### src/rtl/dmaq_pkg.sv
package dmaq_pkg;

  typedef enum logic [1:0] {
    F_IDLE = 2'd0,
    F_REQ  = 2'd1,
    F_WAIT = 2'd2
  } fetch_st_e;

  typedef enum logic [1:0] {
    R_IDLE = 2'd0,
    R_WB   = 2'd1,
    R_IRQ  = 2'd2
  } rep_st_e;

  // register byte offsets
  localparam logic [7:0] OFS_CTRL     = 8'h00;
  localparam logic [7:0] OFS_RING_LO  = 8'h08;
  localparam logic [7:0] OFS_RING_HI  = 8'h0C;
  localparam logic [7:0] OFS_DEPTH    = 8'h10;
  localparam logic [7:0] OFS_TAIL     = 8'h14;
  localparam logic [7:0] OFS_DONE_LO  = 8'h20;
  localparam logic [7:0] OFS_DONE_HI  = 8'h24;
  localparam logic [7:0] OFS_COALESCE = 8'h28;
  localparam logic [7:0] OFS_XFER_LEN = 8'h44;
  localparam logic [7:0] OFS_QCLR     = 8'h48;

  // control word bit positions
  localparam int CB_RUN = 0;
  localparam int CB_WB  = 1;
  localparam int CB_IRQ = 2;
  localparam int CTRL_W = 3;

endpackage

### src/rtl/dmaq_regs.sv
module dmaq_regs
  import dmaq_pkg::*;
#(
  parameter int DW    = 32,
  parameter int RAW   = 8,
  parameter int IDX_W = 16
) (
  input  logic              clk,
  input  logic              rst_n,
  input  logic              wr_en,
  input  logic [RAW-1:0]    wr_addr,
  input  logic [DW-1:0]     wr_data,
  input  logic [RAW-1:0]    rd_addr,
  output logic [DW-1:0]     rd_data,
  output logic              run,
  output logic              wb_on,
  output logic              irq_on,
  output logic [2*DW-1:0]   ring_base,
  output logic [IDX_W-1:0]  ring_size,
  output logic [IDX_W-1:0]  tail,
  output logic [2*DW-1:0]   done_addr,
  output logic              qclr
);

  localparam int PAD = DW - IDX_W;

  logic [CTRL_W-1:0] ctrl_q, ctrl_d;
  logic [DW-1:0]     rlo_q, rlo_d, rhi_q, rhi_d;
  logic [DW-1:0]     dlo_q, dlo_d, dhi_q, dhi_d;
  logic [DW-1:0]     coal_q, coal_d, xfer_q, xfer_d;
  logic [IDX_W-1:0]  size_q, size_d, tail_q, tail_d;
  logic              load;

  assign qclr = wr_en && (wr_addr == RAW'(OFS_QCLR)) && wr_data[0];
  assign load = wr_en || qclr;

  always_comb begin
    ctrl_d = ctrl_q;
    rlo_d  = rlo_q;
    rhi_d  = rhi_q;
    dlo_d  = dlo_q;
    dhi_d  = dhi_q;
    coal_d = coal_q;
    xfer_d = xfer_q;
    size_d = size_q;
    tail_d = tail_q;
    if (wr_en) begin
      case (wr_addr)
        RAW'(OFS_CTRL):     ctrl_d = wr_data[CTRL_W-1:0];
        RAW'(OFS_RING_LO):  rlo_d  = wr_data;
        RAW'(OFS_RING_HI):  rhi_d  = wr_data;
        RAW'(OFS_DEPTH):    size_d = wr_data[IDX_W-1:0];
        RAW'(OFS_TAIL):     tail_d = wr_data[IDX_W-1:0];
        RAW'(OFS_DONE_LO):  dlo_d  = wr_data;
        RAW'(OFS_DONE_HI):  dhi_d  = wr_data;
        RAW'(OFS_COALESCE): coal_d = wr_data;
        RAW'(OFS_XFER_LEN): xfer_d = wr_data;
        default: ;
      endcase
    end
    if (qclr) tail_d = '0;
  end

  always_ff @(posedge clk or negedge rst_n) begin
    if (!rst_n) begin
      ctrl_q <= '0;
      rlo_q  <= '0;
      rhi_q  <= '0;
      dlo_q  <= '0;
      dhi_q  <= '0;
      coal_q <= '0;
      xfer_q <= '0;
      size_q <= '0;
      tail_q <= '0;
    end else if (load) begin
      ctrl_q <= ctrl_d;
      rlo_q  <= rlo_d;
      rhi_q  <= rhi_d;
      dlo_q  <= dlo_d;
      dhi_q  <= dhi_d;
      coal_q <= coal_d;
      xfer_q <= xfer_d;
      size_q <= size_d;
      tail_q <= tail_d;
    end
  end

  always_comb begin
    rd_data = '0;
    case (rd_addr)
      RAW'(OFS_CTRL):     rd_data = {{(DW-CTRL_W){1'b0}}, ctrl_q};
      RAW'(OFS_RING_LO):  rd_data = rlo_q;
      RAW'(OFS_RING_HI):  rd_data = rhi_q;
      RAW'(OFS_DEPTH):    rd_data = {{PAD{1'b0}}, size_q};
      RAW'(OFS_TAIL):     rd_data = {{PAD{1'b0}}, tail_q};
      RAW'(OFS_DONE_LO):  rd_data = dlo_q;
      RAW'(OFS_DONE_HI):  rd_data = dhi_q;
      RAW'(OFS_COALESCE): rd_data = coal_q;
      RAW'(OFS_XFER_LEN): rd_data = xfer_q;
      default:            rd_data = '0;
    endcase
  end

  assign run       = ctrl_q[CB_RUN];
  assign wb_on     = ctrl_q[CB_WB];
  assign irq_on    = ctrl_q[CB_IRQ];
  assign ring_base = {rhi_q, rlo_q};
  assign done_addr = {dhi_q, dlo_q};
  assign ring_size = size_q;
  assign tail      = tail_q;

  // a clear leaves the tail at zero on the next cycle
  p_tail_clear_r10: assert property (@(posedge clk) disable iff (!rst_n)
    qclr |=> (tail_q == '0));

endmodule

### src/rtl/dmaq_fetch.sv
module dmaq_fetch
  import dmaq_pkg::*;
#(
  parameter int AW         = 64,
  parameter int IDX_W      = 16,
  parameter int DESC_BYTES = 32
) (
  input  logic             clk,
  input  logic             rst_n,
  input  logic             run,
  input  logic [IDX_W-1:0] tail,
  input  logic [IDX_W-1:0] ring_size,
  input  logic [AW-1:0]    ring_base,
  input  logic             rep_idle,
  input  logic             qclr,
  input  logic             fetch_ack,
  input  logic             cmpl_valid,
  output logic             fetch_req,
  output logic [AW-1:0]    fetch_addr,
  output logic [IDX_W-1:0] fetch_idx,
  output logic             cmpl_take,
  output logic [IDX_W-1:0] head_adv
);

  localparam int SH = $clog2(DESC_BYTES);

  fetch_st_e        st_q, st_d;
  logic [IDX_W-1:0] head_q, head_d;
  logic [IDX_W-1:0] head_inc;
  logic             pending;

  assign head_inc  = head_q + 1'b1;
  assign head_adv  = (head_inc == ring_size) ? '0 : head_inc;
  assign pending   = run && (head_q != tail) && rep_idle;
  assign cmpl_take = (st_q == F_WAIT) && cmpl_valid;

  always_comb begin
    st_d   = st_q;
    head_d = head_q;
    case (st_q)
      F_IDLE: if (pending) st_d = F_REQ;
      F_REQ:  if (fetch_ack) st_d = F_WAIT;
      F_WAIT: if (cmpl_valid) begin
        st_d   = F_IDLE;
        head_d = head_adv;
      end
      default: st_d = F_IDLE;
    endcase
    if (qclr) begin
      st_d   = F_IDLE;
      head_d = '0;
    end
  end

  always_ff @(posedge clk or negedge rst_n) begin
    if (!rst_n) begin
      st_q   <= F_IDLE;
      head_q <= '0;
    end else begin
      st_q   <= st_d;
      head_q <= head_d;
    end
  end

  assign fetch_req  = (st_q == F_REQ);
  assign fetch_idx  = head_q;
  assign fetch_addr = ring_base + (AW'(head_q) << SH);

  // a new fetch only follows a cycle with run set and a non-empty ring
  p_no_empty_fetch_r2: assert property (@(posedge clk) disable iff (!rst_n)
    $rose(fetch_req) |-> $past(run && (head_q != tail)));

  // request and slot hold until acknowledged
  p_req_hold_r4: assert property (@(posedge clk) disable iff (!rst_n)
    (fetch_req && !fetch_ack && !qclr) |=> (fetch_req && $stable(fetch_idx)));

  // the head only steps by one or wraps to zero
  p_head_step_r5: assert property (@(posedge clk) disable iff (!rst_n)
    (head_q != $past(head_q)) |-> ((head_q == '0) || (head_q == IDX_W'($past(head_q) + 1'b1))));

  // a clear drops the request and zeroes the head
  p_clear_r10: assert property (@(posedge clk) disable iff (!rst_n)
    qclr |=> (!fetch_req && (head_q == '0)));

endmodule

### src/rtl/dmaq_report.sv
module dmaq_report
  import dmaq_pkg::*;
#(
  parameter int AW    = 64,
  parameter int IDX_W = 16
) (
  input  logic             clk,
  input  logic             rst_n,
  input  logic             qclr,
  input  logic             cmpl_take,
  input  logic             desc_wb,
  input  logic             desc_irq,
  input  logic             wb_on,
  input  logic             irq_on,
  input  logic [IDX_W-1:0] head_adv,
  input  logic [AW-1:0]    done_addr,
  input  logic             wb_ack,
  input  logic             irq_ack,
  output logic             wb_req,
  output logic [AW-1:0]    wb_addr,
  output logic [IDX_W-1:0] wb_data,
  output logic             irq_req,
  output logic             idle
);

  rep_st_e          st_q, st_d;
  logic             ipend_q, ipend_d;
  logic [IDX_W-1:0] data_q, data_d;
  logic             wb_go, irq_go, data_en;

  assign wb_go   = wb_on && desc_wb;
  assign irq_go  = irq_on && desc_irq;
  assign data_en = cmpl_take && (st_q == R_IDLE);

  always_comb begin
    st_d    = st_q;
    ipend_d = ipend_q;
    data_d  = data_q;
    case (st_q)
      R_IDLE: if (cmpl_take) begin
        data_d  = head_adv;
        ipend_d = irq_go;
        if (wb_go)       st_d = R_WB;
        else if (irq_go) st_d = R_IRQ;
      end
      R_WB: if (wb_ack) begin
        st_d    = ipend_q ? R_IRQ : R_IDLE;
        ipend_d = 1'b0;
      end
      R_IRQ: if (irq_ack) st_d = R_IDLE;
      default: st_d = R_IDLE;
    endcase
    if (qclr) begin
      st_d    = R_IDLE;
      ipend_d = 1'b0;
    end
  end

  always_ff @(posedge clk or negedge rst_n) begin
    if (!rst_n) begin
      st_q    <= R_IDLE;
      ipend_q <= 1'b0;
    end else begin
      st_q    <= st_d;
      ipend_q <= ipend_d;
    end
  end

  always_ff @(posedge clk or negedge rst_n) begin
    if (!rst_n)       data_q <= '0;
    else if (data_en) data_q <= data_d;
  end

  assign wb_req  = (st_q == R_WB);
  assign irq_req = (st_q == R_IRQ);
  assign wb_addr = done_addr;
  assign wb_data = data_q;
  assign idle    = (st_q == R_IDLE);

  // writeback only for a completion with both enables
  p_wb_gate_r7: assert property (@(posedge clk) disable iff (!rst_n)
    $rose(wb_req) |-> $past(cmpl_take && wb_on && desc_wb));

  // writeback held with stable data until acknowledged
  p_wb_hold_r7: assert property (@(posedge clk) disable iff (!rst_n)
    (wb_req && !wb_ack && !qclr) |=> (wb_req && $stable(wb_data)));

  // interrupt held until acknowledged
  p_irq_hold_r8: assert property (@(posedge clk) disable iff (!rst_n)
    (irq_req && !irq_ack && !qclr) |=> irq_req);

  // an interrupt that follows a writeback waits for its acknowledge
  p_wb_first_r9: assert property (@(posedge clk) disable iff (!rst_n)
    ($rose(irq_req) && $past(wb_req)) |-> $past(wb_ack));

endmodule

### src/rtl/dmaq_ctrl.sv
module dmaq_ctrl
  import dmaq_pkg::*;
#(
  parameter int DW         = 32,
  parameter int RAW        = 8,
  parameter int IDX_W      = 16,
  parameter int DESC_BYTES = 32
) (
  input  logic              clk,
  input  logic              rst_n,
  input  logic              reg_wr_en,
  input  logic [RAW-1:0]    reg_wr_addr,
  input  logic [DW-1:0]     reg_wr_data,
  input  logic [RAW-1:0]    reg_rd_addr,
  output logic [DW-1:0]     reg_rd_data,
  output logic              fetch_req,
  output logic [2*DW-1:0]   fetch_addr,
  output logic [IDX_W-1:0]  fetch_idx,
  input  logic              fetch_ack,
  input  logic              cmpl_valid,
  input  logic              cmpl_wb_en,
  input  logic              cmpl_irq_en,
  output logic              wb_req,
  output logic [2*DW-1:0]   wb_addr,
  output logic [IDX_W-1:0]  wb_data,
  input  logic              wb_ack,
  output logic              irq_req,
  input  logic              irq_ack
);

  localparam int AW = 2 * DW;

  logic [1:0]       rsync_q;
  logic             srst_n;
  logic             run, wb_on, irq_on, qclr;
  logic [AW-1:0]    ring_base, done_addr;
  logic [IDX_W-1:0] ring_size, tail, head_adv;
  logic             rep_idle, cmpl_take;

  always_ff @(posedge clk or negedge rst_n) begin
    if (!rst_n) rsync_q <= 2'b00;
    else        rsync_q <= {rsync_q[0], 1'b1};
  end
  assign srst_n = rsync_q[1];

  dmaq_regs #(.DW(DW), .RAW(RAW), .IDX_W(IDX_W)) u_regs (
    .clk       (clk),
    .rst_n     (srst_n),
    .wr_en     (reg_wr_en),
    .wr_addr   (reg_wr_addr),
    .wr_data   (reg_wr_data),
    .rd_addr   (reg_rd_addr),
    .rd_data   (reg_rd_data),
    .run       (run),
    .wb_on     (wb_on),
    .irq_on    (irq_on),
    .ring_base (ring_base),
    .ring_size (ring_size),
    .tail      (tail),
    .done_addr (done_addr),
    .qclr      (qclr)
  );

  dmaq_fetch #(.AW(AW), .IDX_W(IDX_W), .DESC_BYTES(DESC_BYTES)) u_fetch (
    .clk        (clk),
    .rst_n      (srst_n),
    .run        (run),
    .tail       (tail),
    .ring_size  (ring_size),
    .ring_base  (ring_base),
    .rep_idle   (rep_idle),
    .qclr       (qclr),
    .fetch_ack  (fetch_ack),
    .cmpl_valid (cmpl_valid),
    .fetch_req  (fetch_req),
    .fetch_addr (fetch_addr),
    .fetch_idx  (fetch_idx),
    .cmpl_take  (cmpl_take),
    .head_adv   (head_adv)
  );

  dmaq_report #(.AW(AW), .IDX_W(IDX_W)) u_report (
    .clk       (clk),
    .rst_n     (srst_n),
    .qclr      (qclr),
    .cmpl_take (cmpl_take),
    .desc_wb   (cmpl_wb_en),
    .desc_irq  (cmpl_irq_en),
    .wb_on     (wb_on),
    .irq_on    (irq_on),
    .head_adv  (head_adv),
    .done_addr (done_addr),
    .wb_ack    (wb_ack),
    .irq_ack   (irq_ack),
    .wb_req    (wb_req),
    .wb_addr   (wb_addr),
    .wb_data   (wb_data),
    .irq_req   (irq_req),
    .idle      (rep_idle)
  );

  // a fetch is never outstanding while a report is pending
  p_one_inflight_r4: assert property (@(posedge clk) disable iff (!srst_n)
    $rose(fetch_req) |-> !(wb_req || irq_req));

  // completions outside an in-flight window change nothing
  p_stray_r11: assert property (@(posedge clk) disable iff (!srst_n)
    (cmpl_valid && !cmpl_take && rep_idle && !qclr) |=> (!wb_req && !irq_req));

endmodule

### config.mk
export PLATFORM = sky130hd
export DESIGN_NAME = dmaq_ctrl
export DESIGN_NICKNAME = d
export VERILOG_FILES = /design/src/rtl/dmaq_pkg.sv /design/src/rtl/dmaq_regs.sv /design/src/rtl/dmaq_fetch.sv /design/src/rtl/dmaq_report.sv /design/src/rtl/dmaq_ctrl.sv
export SDC_FILE = /design/constraint.sdc
export NUM_CORES = 1
export LEC_CHECK = 0
export BUFFER_PORTS_ARGS = -buffer_cell sky130_fd_sc_hd__buf_2
export CAP_MARGIN = 20
export CORE_MARGIN = 2
export CORE_UTILIZATION = 40
export CTS_CLUSTER_DIAMETER = 100
export DETAILED_ROUTE_END_ITERATION = 16
export PLACE_DENSITY = 0.57
export REMOVE_ABC_BUFFERS = 1
export SYNTH_ARGS = -nofsm -noshare
export SYNTH_HDL_FRONTEND = slang
export SYNTH_SLANG_ARGS = --single-unit
### constraint.sdc
create_clock -name clk -period 10.7 [get_ports clk]
set_clock_uncertainty 0.1 [all_clocks]
set_input_delay 0.535 -clock clk [delete_from_list [all_inputs] [get_ports clk]]
set_output_delay 0.535 -clock clk [all_outputs]
set_load 0.01 [all_outputs]
# [Word-level counts from Yosys, hierarchy flattened]
# Index checks and enable logic that the tools add are counted.
[word_totals] word_cells=104 input_bits=57 register_bits=266 out_inout_bits=195
[op_classes] reduce_logical=32 n_mux=25 add_sub_neg=2 eq_ne=30
[ops] op="case mux 32 bit (9 select lines)" n=1
[ops] op="two-way mux 16 bit" n=7
[ops] op="adder 64 x 21 -> 64 bit" n=1
[ops] op="equality test 8 x 6 -> 1 bit (second input constant)" n=6
[ops] op="AND reduction 3 bit" n=12
[ops] op="equality test 8 x 4 -> 1 bit (second input constant)" n=4
[ops] op="equality test 8 x 5 -> 1 bit (second input constant)" n=4
[ops] op="equality test 8 x 7 -> 1 bit (second input constant)" n=3
[ops] op="two-way mux 2 bit" n=11
[ops] op="adder 16 x 1 -> 16 bit (second input constant)" n=1
[ops] op="equality test 16 bit" n=1
[ops] op="zero test 8 bit" n=2
[ops] op="!= test 16 bit" n=1
[ops] op="case mux 2 bit (3 select lines)" n=2
[ops] op="!= test 3 x 1 -> 1 bit (second input constant)" n=3
[ops] op="logical AND 1 bit" n=8
[ops] op="nonzero test 2 bit" n=4
[ops] op="!= test 3 bit (second input constant)" n=2
[ops] op="equality test 2 x 1 -> 1 bit (second input constant)" n=2
[ops] op="equality test 2 bit (second input constant)" n=2
[ops] op="zero test 2 bit" n=2
[ops] op="!= test 4 bit (second input constant)" n=1
[ops] op="AND reduction 4 bit" n=1
[ops] op="two-way mux 1 bit" n=3
[ops] op="5 further kinds" n=5

# [Depth between registers and ports, before layout]
[logic_depth] ltp_word=6 mapped_depth=11 depth_no_buf=10

# [By module]
# A second synthesis with hierarchy kept.
[hier_totals] cells_unflattened=1415 hier_area_um2=15995.3
[by_module_without_submodules] module="dmaq_regs" seq_area_each_um2=5680.4 cells_each=770 area_each_um2=10547.6 instances=1
[by_module_without_submodules] module="dmaq_fetch" seq_area_each_um2=450.4 cells_each=519 area_each_um2=4045.1 instances=1
[by_module_without_submodules] module="dmaq_report" seq_area_each_um2=475.5 cells_each=123 area_each_um2=1348.8 instances=1
[by_module_without_submodules] module="dmaq_ctrl" seq_area_each_um2=50.0 cells_each=3 area_each_um2=53.8 instances=1

# [Least setup slack after synthesis]
# No wires, ideal clock.
[synth_path] path_type="reg2out" startpoint="register u_fetch.head_q[1], in the netlist u_fetch.fetch_idx[1]" endpoint="output port fetch_addr[33]" stages_incl_launch_ff=11 path_buffers=1 arrival_time_ns=2.646 setup_slack_ns=7.419 t_required_ns=10.065 path_cell_list="dfrtp_1 > inv_1 > fa_1 > nor2b_1 > o21a_1 > o21ai_0 > a21oi_1 > o211ai_1 > clkbuf_1 > a2111oi_0 > xnor2_1"
[synth_between] elab_chain_cells=1
[synth_lines] item="start, declared" line="dmaq_fetch.sv:28" text="logic [IDX_W-1:0] head_q, head_d;"
[synth_lines] item="start signal, assigned" line="dmaq_fetch.sv:58" text="head_q <= '0;"
[synth_lines] item="start signal, assigned" line="dmaq_fetch.sv:61" text="head_q <= head_d;"
[synth_lines] item="adder 64 x 21 -> 64 bit" line="dmaq_fetch.sv:67" text="assign fetch_addr = ring_base + (AW'(head_q) << SH);"
[synth_lines] item="end, declared" line="dmaq_ctrl.sv:17" text="output logic [2*DW-1:0] fetch_addr,"
# Every way passes these cells.

# [Worst setup path in the final report]
[layout_path] startpoint="register u_fetch.head_q[0], in the netlist u_fetch.fetch_idx[0]" endpoint="output port fetch_addr[35]"
# The elaborated chain is that of the path after synthesis.

==> summary.md <==
| Metric | Value |
|---|---|
| Outcome | `completed` |
| Setup violators final | `0` |
| WP data arrival | `3790 ps` |
| Final count of pins violating max slew | `0` |
| Max-Cap Viols | `0` |
| Cell count after synthesis | `1262` |
| Tcrit/Tclk final | `0.4132` |
| Fin util | `0.4909` |
| RSZ-0062 raised after global routing | `no` |
| Mapped Area | `0.01419 mm^2` |
| Crit path max fanout | `12` |
| Worst-margin pin slew | `1125 ps` |
| Overall Global Routing Usage | `0.2517` |
| Initial antenna violation count | `1` |
| Drt first-iter violations | `795` |
| M1 GR Usage | `0.3437` |
| Finished Layout Cells | `1957` |
| Core Rows | `68` |
| Die X | `192.4 um` |
| Largest net degree at the start of global routing | `176` |
| Critical Path Max Stage Delay | `590 ps` |
| Most Crowded Layer GR | `met2` |
| Final hold viol count | `0` |
| CP delay by family, top | `compound AO/OA/AOI/OAI gates` |
| Via density | `5.855` |
| Placed Instance Area | `0.01585 mm^2` |
| Total number of vias | `11459` |
| CP Capture Point | `fetch_addr[35]` |
| CP Buf/Inv Count | `3` |
| Area Growth Syn to Fin | `20.07%` |
| Fmax | `226.2 MHz` |
| Final min period | `4421 ps` |
| H-tree depth | `2` |
| Synthesized area per cell | `11.25 um^2` |
| DRC | `0` |
| Vias in the first global route | `11244` |
| Worst slew margin | `0.2498` |
| Async SR Flop Fraction | `1.000` |
| Port Buffers | `251` |
| Nets@finish | `1556` |
| Diode count | `0` |
| Clk buf depth | `3` |
| PostCTS Resize Cnt | `0` |
| Hold WC Path Type | `flip-flop to async pin` |
| Ys Warns | `0` |
| Setup TNS | `0 ps` |
| CTS tree | `built` |
| P_leak | `8.629 nW` |
| Endpoint class of the critical path | `output port` |
| R2r startpoint | `u_fetch.fetch_idx[0]$_DFFE_PN0P_` |
| Clk Latency, worst-skew pair | `510 ps` |
| Clock-pin slew on the worst setup and hold paths | `60 ps` |
| R2R cell count | `8` |
| FILL cells | `3244` |
| CP Launch Type | `flip-flop` |
| Worst r2r dst | `u_fetch.fetch_idx[11]$_DFFE_PN0P_` |
| Post-synth EDFFs | `0` |
| WL final | `47.08 mm` |
| Synth Register Bits | `266` |
| Initial cell density of the core | `0.4088` |
| 1st-pass router iterations | `6` |
| Global route total overflow | `0` |
| CP max-delay cell | `dfrtp_1` |
| CP startpoint | `u_fetch.fetch_idx[0]$_DFFE_PN0P_` |
| Die height | `192.4 um` |
| R2r setup slk | `7210 ps` |
| First-pass GRT wire length | `70.14 mm` |
| Die Area | `0.03700 mm^2` |
| Placed cell count | `1897` |
| Core area | `0.03471 mm^2` |
| WL per Instance | `24.06 um` |
| CTS Buf Count | `34` |
| Gpl congestion | `0.8946` |
| M3 GR Usage | `0.04819` |
| Crit Path Category | `flip-flop to output port` |
| Cell area after layout | `0.01704 mm^2` |
| WP data required | `10070 ps` |
| Crit. path cell count | `12` |
| Post-synthesis sequential area ratio | `0.4690` |
| Post-DP HPWL | `31.06 mm` |
| Grt met2 use | `0.4080` |
| Clk root buf | `clkbuf_16` |
| Top-Level Pins | `252` |
| Post-route ant nets | `0` |
| Layout cells sized above 1 | `0.3748` |
| Worst IR Drop VDD | `0.1118 mV` |
| Post-synthesis cell type count | `69` |
| Most common flop cell mapped by yosys | `dfrtp_1` |
| Power per Cell Area | `149.5 mW/mm^2` |
| Sink Count | `266` |
| CP Cell Sequence | `ha_1, inv_1, fa_1, nor2b_1, o21a_1, o21ai_0, a21oi_1, o211ai_1, buf_4, a2111oi_0, xor2_1, buf_2` |
| Total power | `0.002548 W` |
==> final cells by class <==
class	instances	area, um^2	share of cell area
clock inverters	8	118.9	0.006975
multi-input cells	886	7133	0.4186
well taps	455	569.3	0.03341
inverters	20	75.07	0.004405
repair buffers	273	1476	0.08664
flip-flops and latches	266	6660	0.3908
clock buffers	49	1008	0.05918
==> synthesized netlist by cell type, types with 3 or more instances <==
master     instances  area share
a2111oi_0          6      0.0037
a211oi_1           6      0.0032
a21o_1             8      0.0042
a21oi_1           32       0.011
a221oi_1          12      0.0074
a222oi_1           3      0.0021
a22o_1            27       0.017
a22oi_1           86       0.045
and2_1             4      0.0018
and3_1             9      0.0040
buf_1             12      0.0032
buf_2              6      0.0021
buf_4             11      0.0058
clkbuf_1          58       0.015
dfrtp_1          266        0.47
ha_1              17       0.015
inv_1             20      0.0053
mux2_2           208        0.17
mux2i_1            5      0.0035
nand2_1           64       0.017
nand2b_1           4      0.0018
nand3_1           65       0.023
nand3b_1           5      0.0026
nand4_1           14      0.0062
nor2_1            50       0.013
nor2b_1            6      0.0026
nor3_1            27      0.0095
nor4_1            23       0.010
nor4_4             4      0.0060
nor4b_1            6      0.0037
o211ai_1           4      0.0021
o21ai_0           24      0.0085
o31ai_1           19       0.010
o41ai_1            3      0.0019
or3_1              3      0.0013
or4_1              5      0.0026
xnor2_1           33       0.020
xnor3_1            4      0.0063
xor2_1            66       0.041
==> placed cells by master, fill, tap and decap left out, types with 6 or more instances in the layout <==
cell type / netlist / routed
nor3_1: 27 / 27
a2111oi_0: 6 / 6
buf_4: 11 / 18
ha_1: 17 / 17
clkbuf_16: 0 / 35
o31ai_1: 19 / 19
a211oi_1: 6 / 6
buf_2: 6 / 251
a22o_1: 27 / 27
a22oi_1: 86 / 86
nand3_1: 65 / 63
nand4_1: 14 / 14
nor2b_1: 6 / 6
inv_1: 20 / 20
clkbuf_8: 0 / 8
xnor2_1: 33 / 33
nor2_1: 50 / 42
nor2_2: 1 / 6
o21ai_0: 24 / 24
a21o_1: 8 / 8
and3_1: 9 / 8
nand2_1: 64 / 64
xor2_1: 66 / 66
dfrtp_1: 266 / 265
a221oi_1: 12 / 12
a21oi_1: 32 / 32
clkbuf_1: 58 / 6
nor4_1: 23 / 23
mux2_2: 208 / 208
==> kinds of logic (layout without fill, tap and decap cells) <==
family,Yosys count,in the layout,synth area share
buffers and inverters,110,350,0.03324
DFF,266,266,0.4690
adders and majority gates,18,18,0.01640
muxes,213,213,0.1686
xor gates and xnor gates,103,103,0.06744
other,1,1,0.0002642
AOI/OAI and AO/OA,242,242,0.1241
and+or+nand+nor,309,309,0.1210
==> state kept, by name, summed over array words and instances, names as in the netlist, 3 cells and up <==
register,flops
u_regs.ctrl_q,3
u_regs.coal_q,32
u_regs.dhi_q,32
u_regs.xfer_q,32
u_regs.tail,16
u_report.wb_data,16
u_fetch.fetch_idx,16
u_regs.rhi_q,32
u_regs.ring_size,16
u_regs.rlo_q,32
u_regs.dlo_q,32
==> layer usage <==
metal | vias up | part of all wire
li1 | 5153 | -
met1 | 5851 | 0.44
met2 | 376 | 0.47
met3 | 77 | 0.062
met4 | 2 | 0.026
met5 | - | 0.00028
==> what timing repair did <==
| item | in CTS | in global routing |
|---|---|---|
| endpoints found under the hold margin | 2 | 0 |
| hold buffers | 1 | 0 |
| setup buffers | 0 | 0 |
==> how the worst min path moves through the flow <==
stage                               startpoint                            end  cells after the start
after floorplan                          rst_n           rsync_q[0]$_DFF_PN0_                      0
after global placement    rsync_q[1]$_DFF_PN0_   u_regs.dlo_q[31]$_DFFE_PN0P_                      0
after detailed placement  rsync_q[1]$_DFF_PN0_   u_regs.dhi_q[31]$_DFFE_PN0P_                      0
after CTS                 rsync_q[1]$_DFF_PN0_   u_regs.dlo_q[27]$_DFFE_PN0P_                      0
after global routing      rsync_q[1]$_DFF_PN0_   u_regs.dlo_q[27]$_DFFE_PN0P_                      0
final                     rsync_q[1]$_DFF_PN0_  u_regs.xfer_q[27]$_DFFE_PN0P_                      0
==> where the power goes <==
part | switching (W) | internal [W] | total [W] | leakage [nW]
Clock | 0.000441 | 0.000723 | 0.00116 | 0.558
Sequential | 0.0000595 | 0.00106 | 0.00112 | 3.64
Combinational | 0.000154 | 0.000112 | 0.000267 | 4.43
Total | 0.000655 | 0.00189 | 0.00255 | 8.63
==> through the flow <==
stage	hold slack (ps)	worst slack [ps]
3_5_place_dp	69.41	6703
2_1_floorplan	139.4	2638
5_1_grt	79.34	5992
3_3_place_gp	67.24	6805
4_1_cts	74.22	6162
6_report	62.55	6279
(Power assumes the default switching activity.)
